### config.mk
export PLATFORM = sky130hd
export DESIGN_NAME = pin_event_detector
export DESIGN_NICKNAME = d
export VERILOG_FILES = /design/src/rtl/pin_evt_pkg.sv /design/src/rtl/pin_evt_sampler.sv /design/src/rtl/pin_evt_decode.sv /design/src/rtl/pin_evt_flags.sv /design/src/rtl/pin_event_detector.sv
export SDC_FILE = /design/constraint.sdc
export NUM_CORES = 1
export LEC_CHECK = 0
export ABC_AREA = 1
export CAP_MARGIN = 10
export CELL_PAD_IN_SITES_DETAIL_PLACEMENT = 1
export CELL_PAD_IN_SITES_GLOBAL_PLACEMENT = 1
export CORE_MARGIN = 4
export CORE_UTILIZATION = 46
export CTS_BUF_LIST = sky130_fd_sc_hd__clkbuf_8
export DETAILED_ROUTE_END_ITERATION = 8
export DONT_BUFFER_PORTS = 1
export PLACE_DENSITY_LB_ADDON = 0.1
export SLEW_MARGIN = 40
export SYNTH_ARGS = -nofsm -noshare
export SYNTH_HDL_FRONTEND = slang
export SYNTH_HIERARCHICAL = 1
export SYNTH_SLANG_ARGS = --single-unit
### constraint.sdc
create_clock -name clk -period 3.35 [get_ports clk]
set_input_delay 0.1675 -clock clk [delete_from_list [all_inputs] [get_ports clk]]
set_output_delay 0.1675 -clock clk [all_outputs]
set_load 0.005 [all_outputs]
### src/rtl/pin_evt_pkg.sv
`timescale 1ns/1ps
package pin_evt_pkg;

    localparam int CODE_W = 4;

    typedef enum logic [CODE_W-1:0] {
        COND_OFF  = 4'd0,
        DMA_RISE  = 4'd1,
        DMA_FALL  = 4'd2,
        DMA_ANY   = 4'd3,
        COND_RSV4 = 4'd4,
        FLG_RISE  = 4'd5,
        FLG_FALL  = 4'd6,
        FLG_ANY   = 4'd7,
        IRQ_LOW   = 4'd8,
        IRQ_RISE  = 4'd9,
        IRQ_FALL  = 4'd10,
        IRQ_ANY   = 4'd11,
        IRQ_HIGH  = 4'd12,
        TRG_HIGH  = 4'd13,
        TRG_LOW   = 4'd14,
        COND_RSVF = 4'd15
    } cond_e;

    typedef struct packed {
        logic hit;
        logic to_dma;
        logic to_irq;
        logic trig;
    } pin_res_t;

    // low two code bits select the edge kind: 1 rise, 2 fall, 3 both
    function automatic logic edge_match(logic [1:0] sel, logic rise, logic fall);
        return (sel[0] & rise) | (sel[1] & fall);
    endfunction

    function automatic pin_res_t eval_pin(logic [CODE_W-1:0] code, logic lvl,
                                          logic rise, logic fall);
        pin_res_t res;
        res = '0;
        case (code)
            DMA_RISE, DMA_FALL, DMA_ANY: begin
                res.hit    = edge_match(code[1:0], rise, fall);
                res.to_dma = 1'b1;
            end
            FLG_RISE, FLG_FALL, FLG_ANY: begin
                res.hit = edge_match(code[1:0], rise, fall);
            end
            IRQ_RISE, IRQ_FALL, IRQ_ANY: begin
                res.hit    = edge_match(code[1:0], rise, fall);
                res.to_irq = 1'b1;
            end
            IRQ_LOW: begin
                res.hit    = ~lvl;
                res.to_irq = 1'b1;
            end
            IRQ_HIGH: begin
                res.hit    = lvl;
                res.to_irq = 1'b1;
            end
            TRG_HIGH: res.trig = lvl;
            TRG_LOW:  res.trig = ~lvl;
            default:  res = '0;
        endcase
        return res;
    endfunction

endpackage

### src/rtl/pin_evt_sampler.sv
`timescale 1ns/1ps
module pin_evt_sampler #(
    parameter int NUM_PINS = 32
) (
    input  logic                clk,
    input  logic                rst,
    input  logic [NUM_PINS-1:0] lvl,
    output logic [NUM_PINS-1:0] rise,
    output logic [NUM_PINS-1:0] fall
);
    logic [NUM_PINS-1:0] prev_q;
    logic                armed_q;

    always_ff @(posedge clk) begin
        if (rst) begin
            prev_q  <= '0;
            armed_q <= 1'b0;
        end else begin
            prev_q  <= lvl;
            armed_q <= 1'b1;
        end
    end

    // no edge until a real previous sample exists
    always_comb begin
        rise = armed_q ? (lvl & ~prev_q) : '0;
        fall = armed_q ? (~lvl & prev_q) : '0;
    end
endmodule

### src/rtl/pin_evt_decode.sv
`timescale 1ns/1ps
module pin_evt_decode
    import pin_evt_pkg::*;
#(
    parameter int NUM_PINS = 32
) (
    input  logic [NUM_PINS-1:0]        lvl,
    input  logic [NUM_PINS-1:0]        rise,
    input  logic [NUM_PINS-1:0]        fall,
    input  logic [NUM_PINS*CODE_W-1:0] codes,
    output logic [NUM_PINS-1:0]        hit,
    output logic [NUM_PINS-1:0]        dma_mask,
    output logic [NUM_PINS-1:0]        irq_mask,
    output logic [NUM_PINS-1:0]        trig
);
    for (genvar i = 0; i < NUM_PINS; i++) begin : g_pin
        pin_res_t res;
        always_comb begin
            res         = eval_pin(codes[i*CODE_W +: CODE_W], lvl[i], rise[i], fall[i]);
            hit[i]      = res.hit;
            dma_mask[i] = res.to_dma;
            irq_mask[i] = res.to_irq;
            trig[i]     = res.trig;
        end
    end
endmodule

### src/rtl/pin_evt_flags.sv
`timescale 1ns/1ps
module pin_evt_flags #(
    parameter int NUM_PINS = 32
) (
    input  logic                clk,
    input  logic                rst,
    input  logic [NUM_PINS-1:0] hit,
    input  logic                wr_en,
    input  logic [NUM_PINS-1:0] wr_data,
    input  logic                dma_done,
    input  logic [NUM_PINS-1:0] dma_mask,
    output logic [NUM_PINS-1:0] flags
);
    logic [NUM_PINS-1:0] clr;

    always_comb begin
        clr = (wr_en ? wr_data : '0) | (dma_done ? dma_mask : '0);
    end

    // a new event outranks a clear in the same cycle
    always_ff @(posedge clk) begin
        if (rst) flags <= '0;
        else     flags <= (flags & ~clr) | hit;
    end
endmodule

### src/rtl/pin_event_detector.sv
`timescale 1ns/1ps
module pin_event_detector
    import pin_evt_pkg::*;
#(
    parameter int NUM_PINS = 32
) (
    input  logic                        clk,
    input  logic                        rst,
    input  logic [NUM_PINS-1:0]         pin_lvl,
    input  logic [NUM_PINS*CODE_W-1:0]  cond_code,
    input  logic                        flag_wr_en,
    input  logic [NUM_PINS-1:0]         flag_wr_data,
    input  logic                        dma_done,
    output logic [NUM_PINS-1:0]         flags,
    output logic                        irq,
    output logic                        dma_req,
    output logic [NUM_PINS-1:0]         trig_out
);
    logic [NUM_PINS-1:0] rise, fall, hit, dma_mask, irq_mask;

    pin_evt_sampler #(.NUM_PINS(NUM_PINS)) u_sampler (
        .clk (clk), .rst (rst), .lvl (pin_lvl), .rise (rise), .fall (fall)
    );

    pin_evt_decode #(.NUM_PINS(NUM_PINS)) u_decode (
        .lvl (pin_lvl), .rise (rise), .fall (fall), .codes (cond_code),
        .hit (hit), .dma_mask (dma_mask), .irq_mask (irq_mask), .trig (trig_out)
    );

    pin_evt_flags #(.NUM_PINS(NUM_PINS)) u_flags (
        .clk (clk), .rst (rst), .hit (hit), .wr_en (flag_wr_en),
        .wr_data (flag_wr_data), .dma_done (dma_done), .dma_mask (dma_mask),
        .flags (flags)
    );

    always_comb begin
        irq     = |(flags & irq_mask);
        dma_req = |(flags & dma_mask);
    end
endmodule

# Word-level counts from Yosys, hierarchy flattened
# Index checks and enable logic that the tools add are counted.
# classes
n_eq_ne	416
mux	133
bitwise	138
reduce_logical	98
# ops
op	count
4-bit == test (second input constant)	224
4-bit by 3-bit == test with 1-bit output (second input constant)	96
9-bit OR reduction	32
4-bit by 2-bit == test with 1-bit output (second input constant)	64
32-bit bitwise AND	5
5-bit OR reduction	32
4-bit by 1-bit == test with 1-bit output (second input constant)	32
32-bit 2-to-1 mux	4
32-bit inverter	3
1-bit case mux with 3 select lines	32
3-bit OR reduction	32
1-bit 2-to-1 mux	65
1-bit bitwise AND	64
32-bit bitwise OR	2
1-bit case mux with 2 select lines	32
32-bit OR reduction	2
1-bit inverter	32
1-bit bitwise OR	32
# word_totals
register_bits	65
inputBits	196
out_inout_bits	66
word_cells	788

# Logic depth before layout (Yosys ltp)
# Gate-level depths: netlist of run 1.
# logic_depth
word_depth	8
depth_mapped	10
ltp_nobuf	10

# Modules after synthesis
# Netlist of run 1, hierarchy kept.
# modules_own_cells
mod	n_inst	cells_each	area_each_um2	seq_area_each_um2
pin_evt_decode	1	632	2917.8	0.0
pin_evt_sampler	1	237	1506.4	660.6
pin_evt_flags	1	201	1383.8	640.6
pin_event_detector	1	126	473.0	0.0

# Least setup slack after synthesis of run 1
# Ideal clock, no wire load.
# synth_timing
path_kind	reg2reg
start	register u_sampler.armed_q
end	register u_flags.flags[10]
setup_ns	0.070
t_arrival_ns	1.055
t_required_ns	3.280
setup_slack_ns	2.224
stages_incl_launch_ff	11
n_path_buf	2
period_less_slack_ns	1.126
path_cell_list	dfxtp_1 buf_6 buf_8 nand2_1 nor2_1 nand2_1 nand2_1 nand3_1 nand3_1 inv_1 a21oi_1
# synth_between
elab_chain_cells	5
word_cells_on_any_way	7
cone_classes	3 x mux; 4 x bitwise
# synth_rtl
item	line	source
start, declared	pin_evt_sampler.sv:12	logic armed_q;
start signal, assigned	pin_evt_sampler.sv:17	armed_q <= 1'b0;
start signal, assigned	pin_evt_sampler.sv:20	armed_q <= 1'b1;
32-bit 2-to-1 mux	pin_evt_sampler.sv:26	rise = armed_q ? (lvl & ~prev_q) : '0;
net rise[10]	pin_event_detector.sv:19	logic [NUM_PINS-1:0] rise, fall, hit, dma_mask, irq_mask;
1-bit bitwise AND	pin_evt_pkg.sv:34	return (sel[0] & rise) | (sel[1] & fall);
1-bit bitwise OR	pin_evt_pkg.sv:34	
1-bit case mux with 3 select lines	pin_evt_pkg.sv:41	case (code)
net hit[10]	pin_event_detector.sv:19	
32-bit bitwise OR	pin_evt_flags.sv:23	else flags <= (flags & ~clr) | hit;
end signal, assigned	pin_evt_flags.sv:23	
end, declared	pin_evt_flags.sv:12	output logic [NUM_PINS-1:0] flags
# The timed path passes the listed nets, and every way through them passes these cells.
# A chain may end at the register's enable or synchronous reset.

# Worst setup path in the final report of run 1
# layout_timing
start	register u_sampler.armed_q
end	register u_flags.flags[27]
# Same word-level chain as after synthesis.

==> summary.txt, run 1 <==
Slew @ Worst Pin - 0.551 ns
Die height - 125 µm
Mapped Nets - 1,392
First-pass GRT wire length - 37,900 µm
Hold Path Cell Cnt - 3
Total track usage - 29.1%
DRT Pass-1 Iters - 4
Max_cap viols - 0
Via density - 5.30
Worst reg2reg path depth - 9
Initial cell density of the core - 47.2%
Ys Warns - 6
Vias in the first global route - 7,807
Vias - 7,490
Relative slew slack - 63.3%
Crit. End Element - flip-flop
ANT nets after route - 0
Commonest non-fill, non-tap cell in the layout - nand2_1
Syn avg cell area - 5.25 µm²
CTS Sinks - 65
Hold slack - 0.0124 ns
CP Class - reg -> reg
Post-layout nets - 1,429
TritonCTS clock tree - yes
Ports - 262
Clock buffer depth - 2
Drc violations - 0
Post-route cell area - 6970 µm²
Worst slack, placed - 1.38 ns
Htree depth - 3
Crit path time final - 1.73 ns
Routability cong. - 0.909
Clock latency on the worst-skew pair - 0.36 ns
Worst setup SP type - flip-flop
Fin Setup TNS - 0 ns
Max IR drop VDD - 0.146 mV
Unrepaired setup endpoints after global routing - false
Number of antenna violations at the first check in global routing - 0
Fraction of layout cells with a size suffix above 1 - 4.68%
Drt first-iter violations - 302
Die ar. - 15,600 µm²
Routed wire per std cell - 16.1 µm
Clock skew - 0.00896 ns
Total Wirelength - 22,800 µm
Reg clk slew, reported paths - 0.07 ns
Layout filler cell count - 2,078
Mapped Cells - 1,196
Max Fclk - 580 MHz
Die X-Extent - 125 µm
Crit path arrival time - 2.02 ns
Synth Register Bits - 65
Ant diodes - 0
CTS resizes - 0
Final setup violation count - 0
Placed cell area - 6330 µm²
Port Buf Inserts - 0
Tcrit/Tclk final - 51.5%
Required time of the critical path - 3.64 ns
Root buffer cell - clkbuf_8
Layout area overhead - 10.9%
Commonest non-fill, non-tap cells in the layout - nand2_1, inv_1, nor2_1
# rows - 42
Core area - 13,300 µm²
Final Hold Fails - 0
Setup ws final - 1.62 ns
Sequential-to-total area share from yosys stat - 20.7%
Outcome - completed
Largest net degree at the start of global routing - 66
Final core utilization - 52.4%
Synth cell types - 19
Post-synthesis cell area - 6280 µm²
Max-slew violation count - 0
TritonCTS buffer count - 9
Dpl hpwl - 17,000 µm
Power density over the cells - 283 nW/µm²
Maximum fanout along the worst path - 41
Hold Crit Class - in -> reg
Grt total ovfl - 0
Leak - 3.61 nW
==> cells in the mapped netlist <==
cell / n / area [µm²]
nand3_1: 120 / 601
nor2_4: 20 / 225
nor2_1: 148 / 556
buf_6: 4 / 45.0
inv_2: 1 / 3.75
nor2_2: 12 / 75.1
buf_2: 6 / 30.0
buf_4: 1 / 7.51
inv_1: 184 / 691
nand2_1: 439 / 1650
dfxtp_1: 65 / 1300
a21oi_1: 44 / 220
nor3_1: 63 / 315
clkbuf_1: 3 / 11.3
nand3b_1: 20 / 150
nand2_2: 7 / 43.8
nand4_1: 2 / 12.5
buf_8: 6 / 90.1
o21ai_0: 51 / 255
==> layout make-up <==
| class | count | area [µm²] | area share (%) |
|---|---|---|---|
| Clock inverter | 5 | 22.5 | 0.323 |
| Timing Repair Buffer | 46 | 470 | 6.75 |
| Multi-Input combinational cell | 926 | 4100 | 58.9 |
| Clock buffer | 11 | 151 | 2.17 |
| Inverter | 185 | 694 | 9.97 |
| Sequential cell | 65 | 1310 | 18.7 |
| Tap cell | 176 | 220 | 3.16 |
==> worst max-delay path: stages (launching register included) <==
cell     delay (ns)
dfxtp_4        0.64
buf_4          0.36
nand2_1        0.08
nor2_1         0.13
nand2_1        0.08
nand2_1        0.07
nand2_1        0.05
nand3_1        0.08
inv_1          0.04
a21oi_1        0.12
==> where the power goes <==
part	leakage, nW	switching (mW)	total [mW]	internal, mW
Clock	0.101	0.325	0.625	0.300
Sequential	0.537	0.0548	0.874	0.819
Combinational	2.97	0.274	0.471	0.197
Total	3.61	0.653	1.97	1.32
==> kinds of logic after synthesis <==
| logic type | after synthesis | synth area share, % |
|---|---|---|
| DFF | 65 | 20.7 |
| and+or+nand+nor | 831 | 57.7 |
| buffers and inverters | 205 | 14.0 |
| AOI/OAI and AO/OA | 95 | 7.57 |
==> metal layers <==
| layer | routed length [µm] | global-route usage [%] | part of all wire, % |
|---|---|---|---|
| met3 | 1710 | 7.33 | 7.5 |
| met2 | 10900 | 50.4 | 48 |
| met1 | 9400 | 34.3 | 41 |
| met4 | 775 | 12.1 | 3.4 |
| met5 | 0 | 0 | 0 |
==> what timing repair did <==
item / 4_1_cts / 5_1_grt
setup buffers: 0 / 0
hold buffers: 45 / 0
endpoints found under the hold margin: 65 / 0
==> state kept, by name (all words and copies together), names as in the netlist <==
register,flops
u_sampler/prev_q,32
u_flags/flags,32
u_sampler/armed_q,1
==> worst paths after layout <==
kind	slack, ns	start	endpoint
setup reg to reg	1.62	u_sampler/armed_q$_DFF_P_	u_flags/flags[27]$_SDFF_PP0_
setup / recovery	1.62	u_sampler/armed_q$_DFF_P_	u_flags/flags[27]$_SDFF_PP0_
hold reg to reg	0.54	u_flags/flags[23]$_SDFF_PP0_	u_flags/flags[23]$_SDFF_PP0_
hold / removal	0.01	flag_wr_en	u_flags/flags[28]$_SDFF_PP0_
==> through the flow <==
| step | power [mW] | instances |
|---|---|---|
| global route | 2.10 | 1414 |
| detailed placement | 1.29 | 1353 |
| CTS | 1.99 | 1414 |
| finish | 1.97 | 1414 |
| global placement | 1.27 | 1353 |
| floorplan | 1.22 | 1196 |
No activity file was read; power rests on OpenSTA's default activity.
==> run 2, diff against run 1 <==
--- a/config.mk
+++ b/config.mk
@@ -10,7 +10,7 @@
 export CELL_PAD_IN_SITES_DETAIL_PLACEMENT = 1
 export CELL_PAD_IN_SITES_GLOBAL_PLACEMENT = 1
 export CORE_MARGIN = 4
-export CORE_UTILIZATION = 46
+export CORE_UTILIZATION = 42
 export CTS_BUF_LIST = sky130_fd_sc_hd__clkbuf_8
 export DETAILED_ROUTE_END_ITERATION = 8
 export DONT_BUFFER_PORTS = 1
==> constraint.sdc (replaced) <==
create_clock -name clk -period 1.6 [get_ports clk]
set_input_delay 0.08 -clock clk [delete_from_list [all_inputs] [get_ports clk]]
set_output_delay 0.08 -clock clk [all_outputs]
set_load 0.005 [all_outputs]
==> run 2 against run 1 <==
Against the previous run:
- critical path depth down 3
- sequential cell count unchanged
- sequential share of layout area decreased by 0.93 points
- die area up 8.9%
- worst hold slack improved by 0.00076 ns
- global-route usage decreased by 2.2 points
- critical path type is now reg -> out
- largest cell class unchanged
- highest routed layer unchanged
==> summary.txt, run 2 (synthesized netlist as in run 1, its figures left out) <==
Outcome - completed
Port Buf Inserts - 0 (unchanged)
Crit. Startpoint - u_flags/flags[2]$_SDFF_PP0_
Worst reg2reg path depth - 3 (-6)
Hold endpoint - u_flags/flags[9]$_SDFF_PP0_
CP Class - reg -> out
Root buffer cell - clkbuf_8
Layout Cells excl Fill - 1,451 (+2.6%)
Routability cong. - 0.861 (-5.3%)
Drc violations - 0 (unchanged)
Flop2flop setup slack - 0.27 ns (-1.35 ns)
Relative slew slack - 74.2% (+11 points)
Crit. End Element - primary output
Die ar. - 17,000 µm² (+8.9%)
Vias in the first global route - 7,738 (-0.88%)
Worst reg2reg path startpoint - u_flags/flags[20]$_SDFF_PP0_
Setup Buffers After CTS - 0 (unchanged)
Post-layout nets - 1,458 (+2.0%)
Vias - 7,636 (+1.9%)
Hold Path Cell Cnt - 4 (+1)
Crit path time final - 1.45 ns
Register area - 1300 µm² (-0.19%)
Drt first-iter violations - 380 (+26%)
Slew @ Worst Pin - 0.384 ns (-0.167 ns)
Largest net degree at the start of global routing - 66 (unchanged)
Max_cap viols - 0 (unchanged)
CTS Sinks - 65 (unchanged)
Power density over the cells - 594 nW/µm² (+110%)
# rows - 44 (+4.8%)
Layout area overhead - 16.5%
Fin Setup TNS - 0 ns (unchanged)
Die X-Extent - 130 µm (+4.4%)
Die height - 130 µm (+4.4%)
Via density - 5.26 (-0.65%)
Initial cell density of the core - 43.1% (-4.2 points)
TritonCTS buffer count - 9 (unchanged)
Worst setup SP type - flip-flop
Total track usage - 26.9% (-2.2 points)
Fraction of layout cells with a size suffix above 1 - 4.74% (+0.051 points)
TritonCTS clock tree - yes
Commonest non-fill, non-tap cell in the layout - nand2_1
Final core utilization - 50.1% (-2.2 points)
Ant diodes - 0 (unchanged)
Layout filler cell count - 2,176 (+4.7%)
Grt total ovfl - 0 (unchanged)
R2R Path End - u_flags/flags[20]$_SDFF_PP0_
ANT nets after route - 0 (unchanged)
Commonest non-fill, non-tap cells in the layout - nand2_1, inv_1, nor2_1
Total Wirelength - 23,400 µm (+2.5%)
Multi-input logic area - 4100 µm² (about the same)
Maximum fanout along the worst path - 4 (-90%)
Hold Startpoint - pin_lvl[9]
Hold Crit Class - in -> reg
Placed cell count - 1,362 (+0.67%)
Largest registers - u_flags/flags (32), u_sampler/prev_q (32), u_sampler/armed_q (1)
Max IR drop VDD - 0.357 mV (+140%)
Clock latency on the worst-skew pair - 0.36 ns (about the same)
Tcrit/Tclk final - 90.9%
Core area - 14,600 µm² (+9.7%)
Clock skew - 0.00709 ns (-0.00187 ns)
First-pass GRT wire length - 36,700 µm (-3.3%)
Required time of the critical path - 1.52 ns (-2.12 ns)
Final setup violation count - 0 (unchanged)
Number of antenna violations at the first check in global routing - 0 (unchanged)
Ports - 262 (unchanged)
Final Hold Fails - 0 (unchanged)
Max-slew violation count - 0 (unchanged)
Crit path arrival time - 1.37 ns (-0.65 ns)
Leak - 3.76 nW (+4.0%)
Routed wire per std cell - 16.1 µm (-0.14%)
Hold slack - 0.0131 ns (+0.000755 ns)
Clock buffer depth - 2 (unchanged)
Max Fclk - 688 MHz
DRT Pass-1 Iters - 5 (+1)
Unrepaired setup endpoints after global routing - false
Htree depth - 3 (unchanged)
Reg clk slew, reported paths - 0.07 ns (about the same)
Dpl hpwl - 16,800 µm (-1.5%)
==> run 2: through the flow <==
step	worst slack (ns)	cell area [µm²]	power, mW
after CTS	0.105	7310	4.38
after global placement	0.392	6360	2.67
final	0.146	7320	4.35
after detailed placement	0.325	6360	2.70
after global routing	0.0289	7320	4.64
after floorplan	0.474	6280	2.56
==> run 2: layout make-up <==
cell class	count	area share [%]
Tap cell	184	3.15
Sequential cell	65	17.8
Clock buffer	10	1.88
Inverter	185	9.49
Clock inverter	6	0.701
Multi-Input combinational cell	926	56.1
Timing Repair Buffer	75	10.9
==> run 2: where the power goes <==
| group | internal (mW) | switching, mW |
|---|---|---|
| logic | 0.472 | 0.632 |
| clock network | 0.741 | 0.686 |
| registers | 1.72 | 0.0990 |
==> run 2: what timing repair did <==
action	4_1_cts	5_1_grt
resized for setup	0	1
hold buffers	73	0
hold endpoints to repair	65	0
setup endpoints to repair	0	1
==> run 2: worst max-delay path by stage <==
| stage | cells after the start | slack (ns) | to |
|---|---|---|---|
| after floorplan | 10 | 0.47 | u_flags/flags[10]$_SDFF_PP0_ |
| after global placement | 9 | 0.39 | u_flags/flags[10]$_SDFF_PP0_ |
| after detailed placement | 9 | 0.32 | u_flags/flags[9]$_SDFF_PP0_ |
| after CTS | 6 | 0.10 | irq |
| after global routing | 6 | 0.03 | irq |
| final | 6 | 0.15 | dma_req |
==> run 2: per-layer routing <==
| metal | wire, µm | GRT usage [%] |
|---|---|---|
| met1 | 9710 | 31.6 |
| met2 | 11300 | 47.4 |
| met3 | 1920 | 8.15 |
| met4 | 480 | 7.40 |
| met5 | 0 | 0 |
==> run 2: critical path: stages (launching register included) <==
cell,delay (ns)
dfxtp_1,0.36
nand2_1,0.07
nand2_1,0.08
nor2_1,0.21
nand2_1,0.08
nor2_1,0.08
nand2_1,0.12
==> run 3, diff against run 2 <==
==> constraint.sdc (replaced) <==
create_clock -name clk -period 1.6 [get_ports clk]
set_input_delay 0.08 -clock clk [delete_from_list [all_inputs] [get_ports clk]]
set_output_delay 0.08 -clock clk [all_outputs]
set_load 0.02 [all_outputs]
==> run 3 against run 2 <==
Against the previous run:
- final cell count increased by 0.48%
- worst hold slack got worse by 0.0060 ns
- sequential power increased by 3%
- via count increased by 0.89%
- routed wire length increased by 0.68%
- sequential cell count unchanged
- sequential share of layout area increased by 0.092 points
- global-route usage increased by 0.090 points
- clock power decreased by 7%
- worst setup slack got worse by 0.096 ns
- register-to-register slack got worse by 0.03 ns
- critical path type unchanged
==> summary.txt, run 3 (synthesized netlist as in run 1, its figures left out) <==
Placed cell area - 6450 µm² (+1.5%)
Final Hold Fails - 0 (unchanged)
Layout filler cell count - 2,211 (+1.6%)
Ant diodes - 0 (unchanged)
Post-layout nets - 1,468 (+0.69%)
Power density over the cells - 594 nW/µm² (about the same)
Switching Share - 34.6% (+2.0 points)
Hold Crit Class - in -> reg
ANT nets after route - 0 (unchanged)
Crit path arrival time - 1.47 ns (+0.10 ns)
Routed wire per std cell - 16.1 µm (+0.20%)
Port Buf Inserts - 0 (unchanged)
Routability cong. - 0.841 (-2.3%)
Relative slew slack - 51.4% (-23 points)
Power consumption - 4.39 mW (+1.1%)
Die ar. - 17,000 µm² (unchanged)
Outcome - completed
DRT Pass-1 Iters - 5 (unchanged)
Core area - 14,600 µm² (unchanged)
Dpl hpwl - 17,000 µm (+1.3%)
Drc violations - 0 (unchanged)
Max_cap viols - 0 (unchanged)
Layout Cells excl Fill - 1,458 (+0.48%)
Internal - 2.87 mW (-1.9%)
Vias - 7,704 (+0.89%)
Initial cell density of the core - 43.1% (unchanged)
Drt first-iter violations - 303 (-20%)
Clk network pwr share - 30.2% (-2.6 points)
Clock buffer depth - 2 (unchanged)
Max IR drop VDD - 0.292 mV (-18%)
Combinational power share - 27.3% (+1.9 points)
Die height - 130 µm (unchanged)
Total track usage - 27.0% (+0.090 points)
Placed cell count - 1,375 (+0.95%)
Post-route cell area - 7400 µm² (+1.1%)
Leak - 3.81 nW (+1.3%)
Required time of the critical path - 1.52 ns (about the same)
TritonCTS buffer count - 9 (unchanged)
Total Wirelength - 23,500 µm (+0.68%)
Clock skew - 0.00444 ns (-0.00265 ns)
Htree depth - 3 (unchanged)
Reg clk slew, reported paths - 0.07 ns (about the same)
First-pass GRT wire length - 36,900 µm (+0.70%)
Hold slack - 0.00716 ns (-0.00596 ns)
Worst setup SP type - flip-flop
Fin Setup TNS - 0 ns (unchanged)
Ports - 262 (unchanged)
Crit path time final - 1.55 ns (+0.0958 ns)
Sw Pwr - 1.52 mW (+7.2%)
Layout area overhead - 17.8%
Hold Path Cell Cnt - 5 (+1)
Clock latency on the worst-skew pair - 0.36 ns (about the same)
Vias in the first global route - 7,871 (+1.7%)
CP Class - reg -> out
Root buffer cell - clkbuf_8
Fraction of layout cells with a size suffix above 1 - 7.38% (+2.6 points)
Flop pwr share - 42.5% (+0.8 points)
Tcrit/Tclk final - 96.8% (+6.0 points)
CTS Sinks - 65 (unchanged)
Via density - 5.28 (+0.41%)
Number of antenna violations at the first check in global routing - 0 (unchanged)
Max Fclk - 645 MHz (-6.2%)
Maximum fanout along the worst path - 4 (unchanged)
Worst reg2reg path depth - 9 (+6)
Unrepaired setup endpoints after global routing - false
Slew @ Worst Pin - 0.724 ns (+0.340 ns)
Commonest non-fill, non-tap cell in the layout - nand2_1
Die X-Extent - 130 µm (unchanged)
Final setup violation count - 0 (unchanged)
Largest net degree at the start of global routing - 66 (unchanged)
Max-slew violation count - 0 (unchanged)
# rows - 44 (unchanged)
TritonCTS clock tree - yes
Crit. End Element - primary output
Grt total ovfl - 0 (unchanged)
Commonest non-fill, non-tap cells in the layout - nand2_1, inv_1, nor2_1
Largest registers - u_flags/flags (32), u_sampler/prev_q (32), u_sampler/armed_q (1)
## run 3: critical path, stage by stage (launching register included)
cell and delay [ns]:
dfxtp_1 0.40, nand2_1 0.13, nand2_1 0.13, nor2_2 0.15, nand2_1 0.06, nor2_1 0.12
nand2_2 0.13
## run 3: layout make-up
type	count	area [µm²]	area share, %
flip-flops and latches	65	1320	17.9
clock buffers	12	165	2.23
repair buffers	85	863	11.7
inverters	185	694	9.39
clock inverters	1	3.75	0.0507
multi-input cells	926	4120	55.6
well taps	184	230	3.11
## run 3: metal layers
layer,wire length (µm),global-route usage (%),share of wire [%]
met3,1710,6.63,7.3
met5,0,0,0
met2,11500,47.9,49
met4,526,9.96,2.2
met1,9820,31.3,42
## run 3: final timing paths
kind,from,end,slack [ns]
setup reg to reg,u_sampler/armed_q$_DFF_P_,u_flags/flags[15]$_SDFF_PP0_,0.24
hold / removal,cond_code[18],u_flags/flags[4]$_SDFF_PP0_,0.007
setup / recovery,u_flags/flags[10]$_SDFF_PP0_,irq,0.05
hold reg to reg,u_flags/flags[3]$_SDFF_PP0_,u_flags/flags[3]$_SDFF_PP0_,0.56
## run 3: what timing repair did
| item | in CTS | in global routing |
|---|---|---|
| buffers inserted | 0 | 0 |
| setup endpoints to repair | 2 | 2 |
| hold buffers | 70 | 0 |
| resized for setup | 3 | 20 |
| endpoints found under the hold margin | 65 | 0 |
## run 3: per-stage QoR
stage / util [%] / setup WS, ns
2_1_floorplan: - / 0.474
3_3_place_gp: 44.2 / 0.382
3_5_place_dp: 44.2 / 0.320
4_1_cts: 50.5 / 0.00616
5_1_grt: 50.7 / 0.00120
6_report: 50.7 / 0.0505
## run 3: power groups by stage
stage	combinational [mW]	sequential (mW)	clock (mW)
detailed placement	0.941	1.90	0
global route	1.35	1.88	1.43
floorplan	0.806	1.88	0
CTS	1.18	1.86	1.36
finish	1.20	1.87	1.33
global placement	0.914	1.89	0
